### src/rtl/irq_seq_pkg.sv
package irq_seq_pkg;

    typedef enum logic [2:0] {
        S_IDLE,
        S_PUSH_HI,
        S_PUSH_LO,
        S_RD_LO,
        S_RD_HI,
        S_RD_END,
        S_FIN,
        S_REL
    } seq_state_e;

    localparam logic [1:0] MODE_RESTART = 2'd0;
    localparam logic [1:0] MODE_FIXED   = 2'd1;

endpackage

### src/rtl/irq_arbiter.sv
module irq_arbiter (
    input  logic step,
    input  logic nmi_req,
    input  logic int_req,
    input  logic iff1,
    input  logic iff2,
    input  logic ei_pend,
    input  logic ei_wait_q,
    output logic take_nmi,
    output logic take_int,
    output logic release_en,
    output logic new_iff1,
    output logic new_iff2,
    output logic new_ei_pend,
    output logic new_ei_wait
);
    logic hold_first;
    logic eff_iff1;

    always_comb begin
        hold_first = step && ei_pend && !ei_wait_q;
        release_en = step && ei_pend && ei_wait_q;
        eff_iff1   = iff1 || release_en;
        take_nmi   = step && nmi_req;
        take_int   = step && !nmi_req && int_req && eff_iff1 && !hold_first;

        if (take_nmi || take_int) begin
            new_iff1 = 1'b0;
        end else if (release_en) begin
            new_iff1 = 1'b1;
        end else begin
            new_iff1 = iff1;
        end

        if (take_nmi) begin
            new_iff2 = eff_iff1;
        end else if (take_int) begin
            new_iff2 = 1'b0;
        end else begin
            new_iff2 = iff2;
        end

        new_ei_pend = (take_nmi || take_int || release_en) ? 1'b0 : ei_pend;

        if (take_nmi || release_en || !ei_pend) begin
            new_ei_wait = 1'b0;
        end else if (hold_first) begin
            new_ei_wait = 1'b1;
        end else begin
            new_ei_wait = ei_wait_q;
        end
    end

    // never serve both kinds of request at one step
    always_comb begin
        p_single_take_r2: assert (!(take_nmi && take_int));
    end

endmodule

### src/rtl/irq_target.sv
module irq_target #(
    parameter int DW = 8,
    parameter logic [2*DW-1:0] NMI_ADDR   = 16'h0066,
    parameter logic [2*DW-1:0] FIXED_ADDR = 16'h0038
) (
    input  logic              take_nmi,
    input  logic [1:0]        im,
    input  logic [DW-1:0]     vec,
    input  logic [2*DW-1:0]   pc_push,
    output logic [2*DW-1:0]   target,
    output logic              use_table
);
    import irq_seq_pkg::*;

    localparam int AW = 2 * DW;
    localparam logic [DW-1:0] RST_FORM = DW'(8'hC7);
    localparam logic [DW-1:0] RST_SEL  = DW'(8'h38);

    logic is_restart;

    always_comb begin
        is_restart = (vec & RST_FORM) == RST_FORM;
        use_table  = !take_nmi && im[1];
        if (take_nmi) begin
            target = NMI_ADDR;
        end else if (im == MODE_FIXED) begin
            target = FIXED_ADDR;
        end else if (im == MODE_RESTART) begin
            target = is_restart ? AW'(vec & RST_SEL) : pc_push;
        end else begin
            target = '0;
        end
    end

endmodule

### src/rtl/irq_accept_seq.sv
module irq_accept_seq #(
    parameter int DW = 8,
    parameter logic [2*DW-1:0] NMI_ADDR   = 16'h0066,
    parameter logic [2*DW-1:0] FIXED_ADDR = 16'h0038
) (
    input  logic              clk,
    input  logic              rst_n,
    input  logic              step_i,
    input  logic              nmi_req_i,
    input  logic              int_req_i,
    input  logic [DW-1:0]     vec_i,
    input  logic              iff1_i,
    input  logic              iff2_i,
    input  logic              ei_pend_i,
    input  logic              halt_i,
    input  logic [1:0]        im_i,
    input  logic [2*DW-1:0]   pc_i,
    input  logic [2*DW-1:0]   sp_i,
    input  logic [DW-1:0]     ireg_i,
    output logic              mem_we_o,
    output logic              mem_rd_o,
    output logic [2*DW-1:0]   mem_addr_o,
    output logic [DW-1:0]     mem_wdata_o,
    input  logic [DW-1:0]     mem_rdata_i,
    output logic              busy_o,
    output logic              done_o,
    output logic              flags_upd_o,
    output logic [2*DW-1:0]   pc_o,
    output logic [2*DW-1:0]   sp_o,
    output logic              iff1_o,
    output logic              iff2_o,
    output logic              ei_pend_o,
    output logic              halt_clr_o
);
    import irq_seq_pkg::*;

    localparam int AW = 2 * DW;

    typedef struct packed {
        seq_state_e      st;
        logic [AW-1:0]   pc;
        logic [AW-1:0]   sp;
        logic [AW-1:0]   tgt;
        logic [AW-1:0]   tbl_addr;
        logic            tbl;
        logic            iff1;
        logic            iff2;
        logic            eip;
        logic            halt;
        logic            ei_wait;
    } seq_regs_t;

    seq_regs_t r_d, r_q;

    logic          take_nmi, take_int, release_en;
    logic          nx_iff1, nx_iff2, nx_eip, nx_wait;
    logic [AW-1:0] pc_push;
    logic [AW-1:0] fixed_tgt;
    logic          use_table;

    assign pc_push = pc_i + AW'(halt_i);

    irq_arbiter u_arb (
        .step        (step_i && (r_q.st == S_IDLE)),
        .nmi_req     (nmi_req_i),
        .int_req     (int_req_i),
        .iff1        (iff1_i),
        .iff2        (iff2_i),
        .ei_pend     (ei_pend_i),
        .ei_wait_q   (r_q.ei_wait),
        .take_nmi    (take_nmi),
        .take_int    (take_int),
        .release_en  (release_en),
        .new_iff1    (nx_iff1),
        .new_iff2    (nx_iff2),
        .new_ei_pend (nx_eip),
        .new_ei_wait (nx_wait)
    );

    irq_target #(
        .DW         (DW),
        .NMI_ADDR   (NMI_ADDR),
        .FIXED_ADDR (FIXED_ADDR)
    ) u_tgt (
        .take_nmi  (take_nmi),
        .im        (im_i),
        .vec       (vec_i),
        .pc_push   (pc_push),
        .target    (fixed_tgt),
        .use_table (use_table)
    );

    always_comb begin
        r_d = r_q;
        case (r_q.st)
            S_IDLE: begin
                if (step_i) begin
                    r_d.ei_wait = nx_wait;
                    r_d.iff1    = nx_iff1;
                    r_d.iff2    = nx_iff2;
                    r_d.eip     = nx_eip;
                    if (take_nmi || take_int) begin
                        r_d.pc       = pc_push;
                        r_d.sp       = sp_i;
                        r_d.tgt      = fixed_tgt;
                        r_d.tbl_addr = {ireg_i, vec_i};
                        r_d.tbl      = use_table;
                        r_d.halt     = halt_i;
                        r_d.st       = S_PUSH_HI;
                    end else if (release_en) begin
                        r_d.halt = 1'b0;
                        r_d.st   = S_REL;
                    end
                end
            end
            S_PUSH_HI: r_d.st = S_PUSH_LO;
            S_PUSH_LO: r_d.st = r_q.tbl ? S_RD_LO : S_FIN;
            S_RD_LO:   r_d.st = S_RD_HI;
            S_RD_HI: begin
                r_d.tgt[DW-1:0] = mem_rdata_i;
                r_d.st          = S_RD_END;
            end
            S_RD_END: begin
                r_d.tgt[AW-1:DW] = mem_rdata_i;
                r_d.st           = S_FIN;
            end
            S_FIN:   r_d.st = S_IDLE;
            S_REL:   r_d.st = S_IDLE;
            default: r_d.st = S_IDLE;
        endcase
    end

    always_ff @(posedge clk or negedge rst_n) begin
        if (!rst_n) begin
            r_q <= '{st: S_IDLE, default: '0};
        end else begin
            r_q <= r_d;
        end
    end

    always_comb begin
        mem_we_o    = 1'b0;
        mem_rd_o    = 1'b0;
        mem_addr_o  = '0;
        mem_wdata_o = '0;
        case (r_q.st)
            S_PUSH_HI: begin
                mem_we_o    = 1'b1;
                mem_addr_o  = r_q.sp - AW'(1);
                mem_wdata_o = r_q.pc[AW-1:DW];
            end
            S_PUSH_LO: begin
                mem_we_o    = 1'b1;
                mem_addr_o  = r_q.sp - AW'(2);
                mem_wdata_o = r_q.pc[DW-1:0];
            end
            S_RD_LO: begin
                mem_rd_o   = 1'b1;
                mem_addr_o = r_q.tbl_addr;
            end
            S_RD_HI: begin
                mem_rd_o   = 1'b1;
                mem_addr_o = r_q.tbl_addr + AW'(1);
            end
            default: ;
        endcase
    end

    assign busy_o      = (r_q.st == S_PUSH_HI) || (r_q.st == S_PUSH_LO) ||
                         (r_q.st == S_RD_LO)   || (r_q.st == S_RD_HI)   ||
                         (r_q.st == S_RD_END);
    assign done_o      = (r_q.st == S_FIN);
    assign flags_upd_o = (r_q.st == S_FIN) || (r_q.st == S_REL);
    assign pc_o        = r_q.tgt;
    assign sp_o        = r_q.sp - AW'(2);
    assign iff1_o      = r_q.iff1;
    assign iff2_o      = r_q.iff2;
    assign ei_pend_o   = r_q.eip;
    assign halt_clr_o  = (r_q.st == S_FIN) && r_q.halt;

    // the low-byte write follows the high-byte write one address lower
    p_push_pair_r3: assert property (@(posedge clk) disable iff (!rst_n)
        (mem_we_o && !$past(mem_we_o)) |=>
        (mem_we_o && (mem_addr_o == $past(mem_addr_o) - AW'(1))));

    // every acceptance begins with a stack write
    p_busy_starts_write_r3: assert property (@(posedge clk) disable iff (!rst_n)
        $rose(busy_o) |-> mem_we_o);

    // the table high byte is read at the next address
    p_table_pair_r6: assert property (@(posedge clk) disable iff (!rst_n)
        (mem_rd_o && !$past(mem_rd_o)) |=>
        (mem_rd_o && (mem_addr_o == $past(mem_addr_o) + AW'(1))));

    // every acceptance leaves interrupts disabled
    p_done_clears_iff1_r5: assert property (@(posedge clk) disable iff (!rst_n)
        done_o |-> (!iff1_o && !ei_pend_o));

    // done follows the busy window and is a single pulse
    p_done_after_busy_r11: assert property (@(posedge clk) disable iff (!rst_n)
        done_o |-> ($past(busy_o) && !busy_o));

    p_done_pulse_r11: assert property (@(posedge clk) disable iff (!rst_n)
        done_o |=> !done_o);

    // stack writes and table reads never overlap
    p_no_rw_overlap_r6: assert property (@(posedge clk) disable iff (!rst_n)
        !(mem_we_o && mem_rd_o));

endmodule

### config.mk
export PLATFORM = sky130hd
export DESIGN_NAME = irq_accept_seq
export DESIGN_NICKNAME = d
export VERILOG_FILES = /design/src/rtl/irq_seq_pkg.sv /design/src/rtl/irq_arbiter.sv /design/src/rtl/irq_target.sv /design/src/rtl/irq_accept_seq.sv
export SDC_FILE = /design/constraint.sdc
export NUM_CORES = 1
export LEC_CHECK = 0
export BUFFER_PORTS_ARGS = -buffer_cell sky130_fd_sc_hd__buf_2
export CAP_MARGIN = 20
export CORE_AREA = 5 5 141 103
export CTS_CLUSTER_DIAMETER = 80
export DETAILED_ROUTE_END_ITERATION = 6
export DIE_AREA = 0 0 146 108
export SYNTH_ARGS = -nofsm -noshare
export SYNTH_HDL_FRONTEND = slang
export SYNTH_HIERARCHICAL = 1
export SYNTH_SLANG_ARGS = --single-unit
### constraint.sdc
create_clock -name clk -period 3.1 [get_ports clk]
set_input_delay 0.155 -clock clk [delete_from_list [all_inputs] [get_ports clk]]
set_output_delay 0.155 -clock clk [all_outputs]
set_load 0.01 [all_outputs]
==> results.sh <==
export IMPL_routed_wirelength_mm=15.6
export IMPL_design_area_um2=6020
export IMPL_port_buffers=131
export IMPL_hold_viol=0
export IMPL_clkTransAtPathRegs_ps=60
export IMPL_postLayoutSetupSlackWorst_ps=190
export IMPL_holdPathEnd="r_q[39]"
export IMPL_clkSinkCount=73
export IMPL_syn_inst=534
export IMPL_cts_htree_levels=3
export IMPL_dr_pass1_iters=6
export IMPL_holdPathStages=3
export IMPL_hold_class="primary input to flop"
export IMPL_overflow=0
export IMPL_postCtsSetupBuffers=0
export IMPL_syn_area_um2=5060
export IMPL_min_period_ps=2910
export IMPL_timing_max_slew_rel_slack=0.381
export IMPL_setup_viol=0
export IMPL_grt_pass1_wl_mm=25.2
export IMPL_use_met3=0.0452
export IMPL_synthArstFlopShare=1.00
export IMPL_min_from="sp_i[1]"
export IMPL_clk_path_buf_depth=2
export IMPL_antenna_found_initial=0
export IMPL_synth_cell_types=68
export IMPL_peakVddDrop_v=0.000437
export IMPL_finalSetupTns_ps=0
export IMPL_rr_startpoint="r_q[70]"
export IMPL_synth_edff_count=0
export IMPL_root_buffer="clkbuf_16"
export IMPL_critPathTopFamily="compound AO/OA/AOI/OAI gates"
export IMPL_yosys_area_top_type="dfrtp_1"
export IMPL_rows=35
export IMPL_slowest_stage="dfrtp_2"
export IMPL_top_usage_layer="met1"
export IMPL_maxSlewViolCount=0
export IMPL_path_buf_inv=2
export IMPL_instances_no_fill=812
export IMPL_drtIter0Drc=516
export IMPL_synth_ff_type="dfrtp_1"
export IMPL_cellLeakagePower_nw=2.77
export IMPL_syn_nets=606
export IMPL_grt_max_degree=42
export IMPL_grt_usage=0.201
export IMPL_syn_area_per_cell_um2=9.48
export IMPL_ys_ff_latch=73
export IMPL_tritoncts="yes"
export IMPL_dpl_cell_area_um2=5740
export IMPL_worst_pin_slew_ps=928
export IMPL_cts_buffers=9
export IMPL_crit_arrival_ps=2750
export IMPL_die_area_um2=15800
export IMPL_seq_area_frac_synth=0.361
export IMPL_rr_endpoint="r_q[19]"
export IMPL_synth_area_top_cells="dfrtp_1 (36%), mux2_2 (10%), xnor2_1 (4.2%)"
export IMPL_max_cap_viol_count=0
export IMPL_n_antenna_cell=0
export IMPL_crit_chain="inv_1 > ha_1 > or3b_2 > a21oi_1 > o21bai_1 > a22oi_1 > o211ai_1 > buf_2"
export IMPL_status="complete, no violations"
export IMPL_synthToLayoutAreaGrowth_pct=19.0
export IMPL_dp_hpwl_mm=12.0
export IMPL_viasPerCell=5.56
export IMPL_initial_core_util=0.392
export IMPL_finClkSkew_ps=4.54
export IMPL_crit_path_start_kind="flop"
export IMPL_use_met2=0.284
export IMPL_ys_warn_count=6
export IMPL_antenna_left=0
export IMPL_design_core_area_um2=12900
export IMPL_cp_slowest_stage_delay_ps=490
export IMPL_path_class="flop to primary output"
export IMPL_rsz0062_at_grt="no"
export IMPL_p_per_area_nw_per_um2=937
export IMPL_insertion_delay_ps=330
export IMPL_gp_congestion=0.897
export IMPL_synth_top_area_share=0.361
export IMPL_reg2reg_depth=10
export IMPL_critical_path_required_ps=2940
export IMPL_period_share=0.939
export IMPL_drt_drc_violations_left=0
export IMPL_cp_end_kind="primary output"
export IMPL_die_x_um=146
export IMPL_nets=713
export IMPL_crit_path_max_fanout=8
export IMPL_reg2reg_slack_ps=400
export IMPL_dpl_cell_count=795
export IMPL_power_mw=5.64
export IMPL_die_h_um=108
export IMPL_vias=4516
export IMPL_wire_per_inst_um=19.2
export IMPL_dp_slack_ps=413
export IMPL_fmax_ghz=0.344
export IMPL_drive_gt1_frac=0.353
export IMPL_grt_pass1_vias=4479
export IMPL_ios=132
export IMPL_grt_met1_usage=0.308
-- worst min-delay path, cell delays in order --
cell and delay, ps:
buf_2 80, nand2_1 40, o21ai_0 60
-- power breakdown --
group	switching [mW]	internal, mW	leakage, nW
clock	0.419	0.540	0.135
combinational	1.56	1.20	1.72
sequential	0.540	1.38	0.917
total	2.52	3.12	2.77
-- metrics by stage --
step                hold WS, ps   util
floorplan                  -141      -
global placement            345  0.444
global route               44.6  0.466
detailed placement          352  0.444
CTS                        19.0  0.466
finish                     29.9  0.466
-- cell usage in the layout (no fill, tap or decap), types with 2 or more instances in the layout --
cell,Yosys,final
buf_2,13,131
dfrtp_1,73,72
nand2_1,54,54
mux2_2,47,47
nor2_1,35,35
o21ai_0,27,27
xnor2_1,24,24
a21oi_1,19,19
and2_1,16,16
a22oi_1,13,13
buf_4,19,13
nand4_1,12,12
inv_1,11,11
xor2_1,11,11
nand3_1,11,11
a22o_1,9,9
mux2i_1,9,9
clkbuf_16,0,9
a21o_1,8,8
nand2b_1,7,7
a31oi_1,7,7
and4_1,6,6
o211ai_1,6,6
o221ai_1,6,6
nor3_1,6,6
nor4_4,5,5
ha_1,5,5
nor3b_1,4,4
nor2b_1,4,4
clkinv_2,0,4
or3_1,3,3
o21ai_1,3,3
nor4_1,3,3
nand3b_1,3,3
a211oi_1,3,3
or3b_2,2,2
o22ai_1,2,2
o31a_1,2,2
-- routing by layer --
| metal | wire (um) | up-vias |
|---|---|---|
| met4 | 219 | 0 |
| met5 | 0 | - |
| li1 | - | 2134 |
| met2 | 6390 | 184 |
| met3 | 1110 | 20 |
| met1 | 7890 | 2178 |
-- state kept, by name, indices dropped and copies added, names as in the netlist --
name	count
r_q	54
ei_pend_o	1
iff2_o	1
pc_o	16
iff1_o	1
-- cells by family after synthesis --
family          count (synthesis)  share of synthesized area
buf+inv                        61                     0.0678
fa+ha+maj                       5                     0.0124
mux                            57                      0.125
compound gates                118                      0.161
flops                          73                      0.361
simple gates                  185                      0.212
xor+xnor                       35                     0.0606
-- how the worst max path moves through the flow --
| stage | from | end | slack (ps) | cells after the start |
|---|---|---|---|---|
| 4_1_cts | r_q[39] | mem_addr_o[4] | 30 | 8 |
| 3_3_place_gp | r_q[39] | mem_addr_o[4] | 370 | 8 |
| 5_1_grt | r_q[39] | mem_addr_o[15] | 70 | 8 |
| 6_report | r_q[39] | mem_addr_o[4] | 190 | 8 |
| 2_1_floorplan | r_q[70] | r_q[43] | 450 | 9 |
| 3_5_place_dp | r_q[39] | mem_addr_o[4] | 410 | 8 |
-- what timing repair did --
item | CTS | global route
hold buffers | 1 | 0
hold endpoints to repair | 10 | 0
endpoints found under the setup margin | 0 | 2
gates resized for setup | 0 | 1
-- synth_stat cells, drive strengths merged, types with 2 or more instances --
cell type and n:
and4 6, nor2b 4, or3b 2, o31a 2, clkbuf 13, o211ai 6, nand3b 3, or3 3
buf 37, o221ai 7, nand3 11, xor2 11, dfrtp 73, nor3b 4, a22o 9, a21oi 19
inv 11, and2 17, xnor2 24, nor2 35, a211oi 3, o21ai 30, a31oi 7, nor4 9
a21o 8, nand4 13, nor3 7, a22oi 13, nand2 55, ha 5, nand2b 7, and3 3
mux2 48, o22ai 2, mux2i 9
-- cell type report --
cell class                      count  area (um^2)
Clock inverter                      7         45.0
Tap cell                          166          208
Timing Repair Buffer              146          783
Sequential cell                    73         1830
Inverter                           11         41.3
Fill cell                        1256         6900
Clock buffer                        9          225
Multi-Input combinational cell    400         2890
Note: power is estimated with default switching activity, not from simulation.
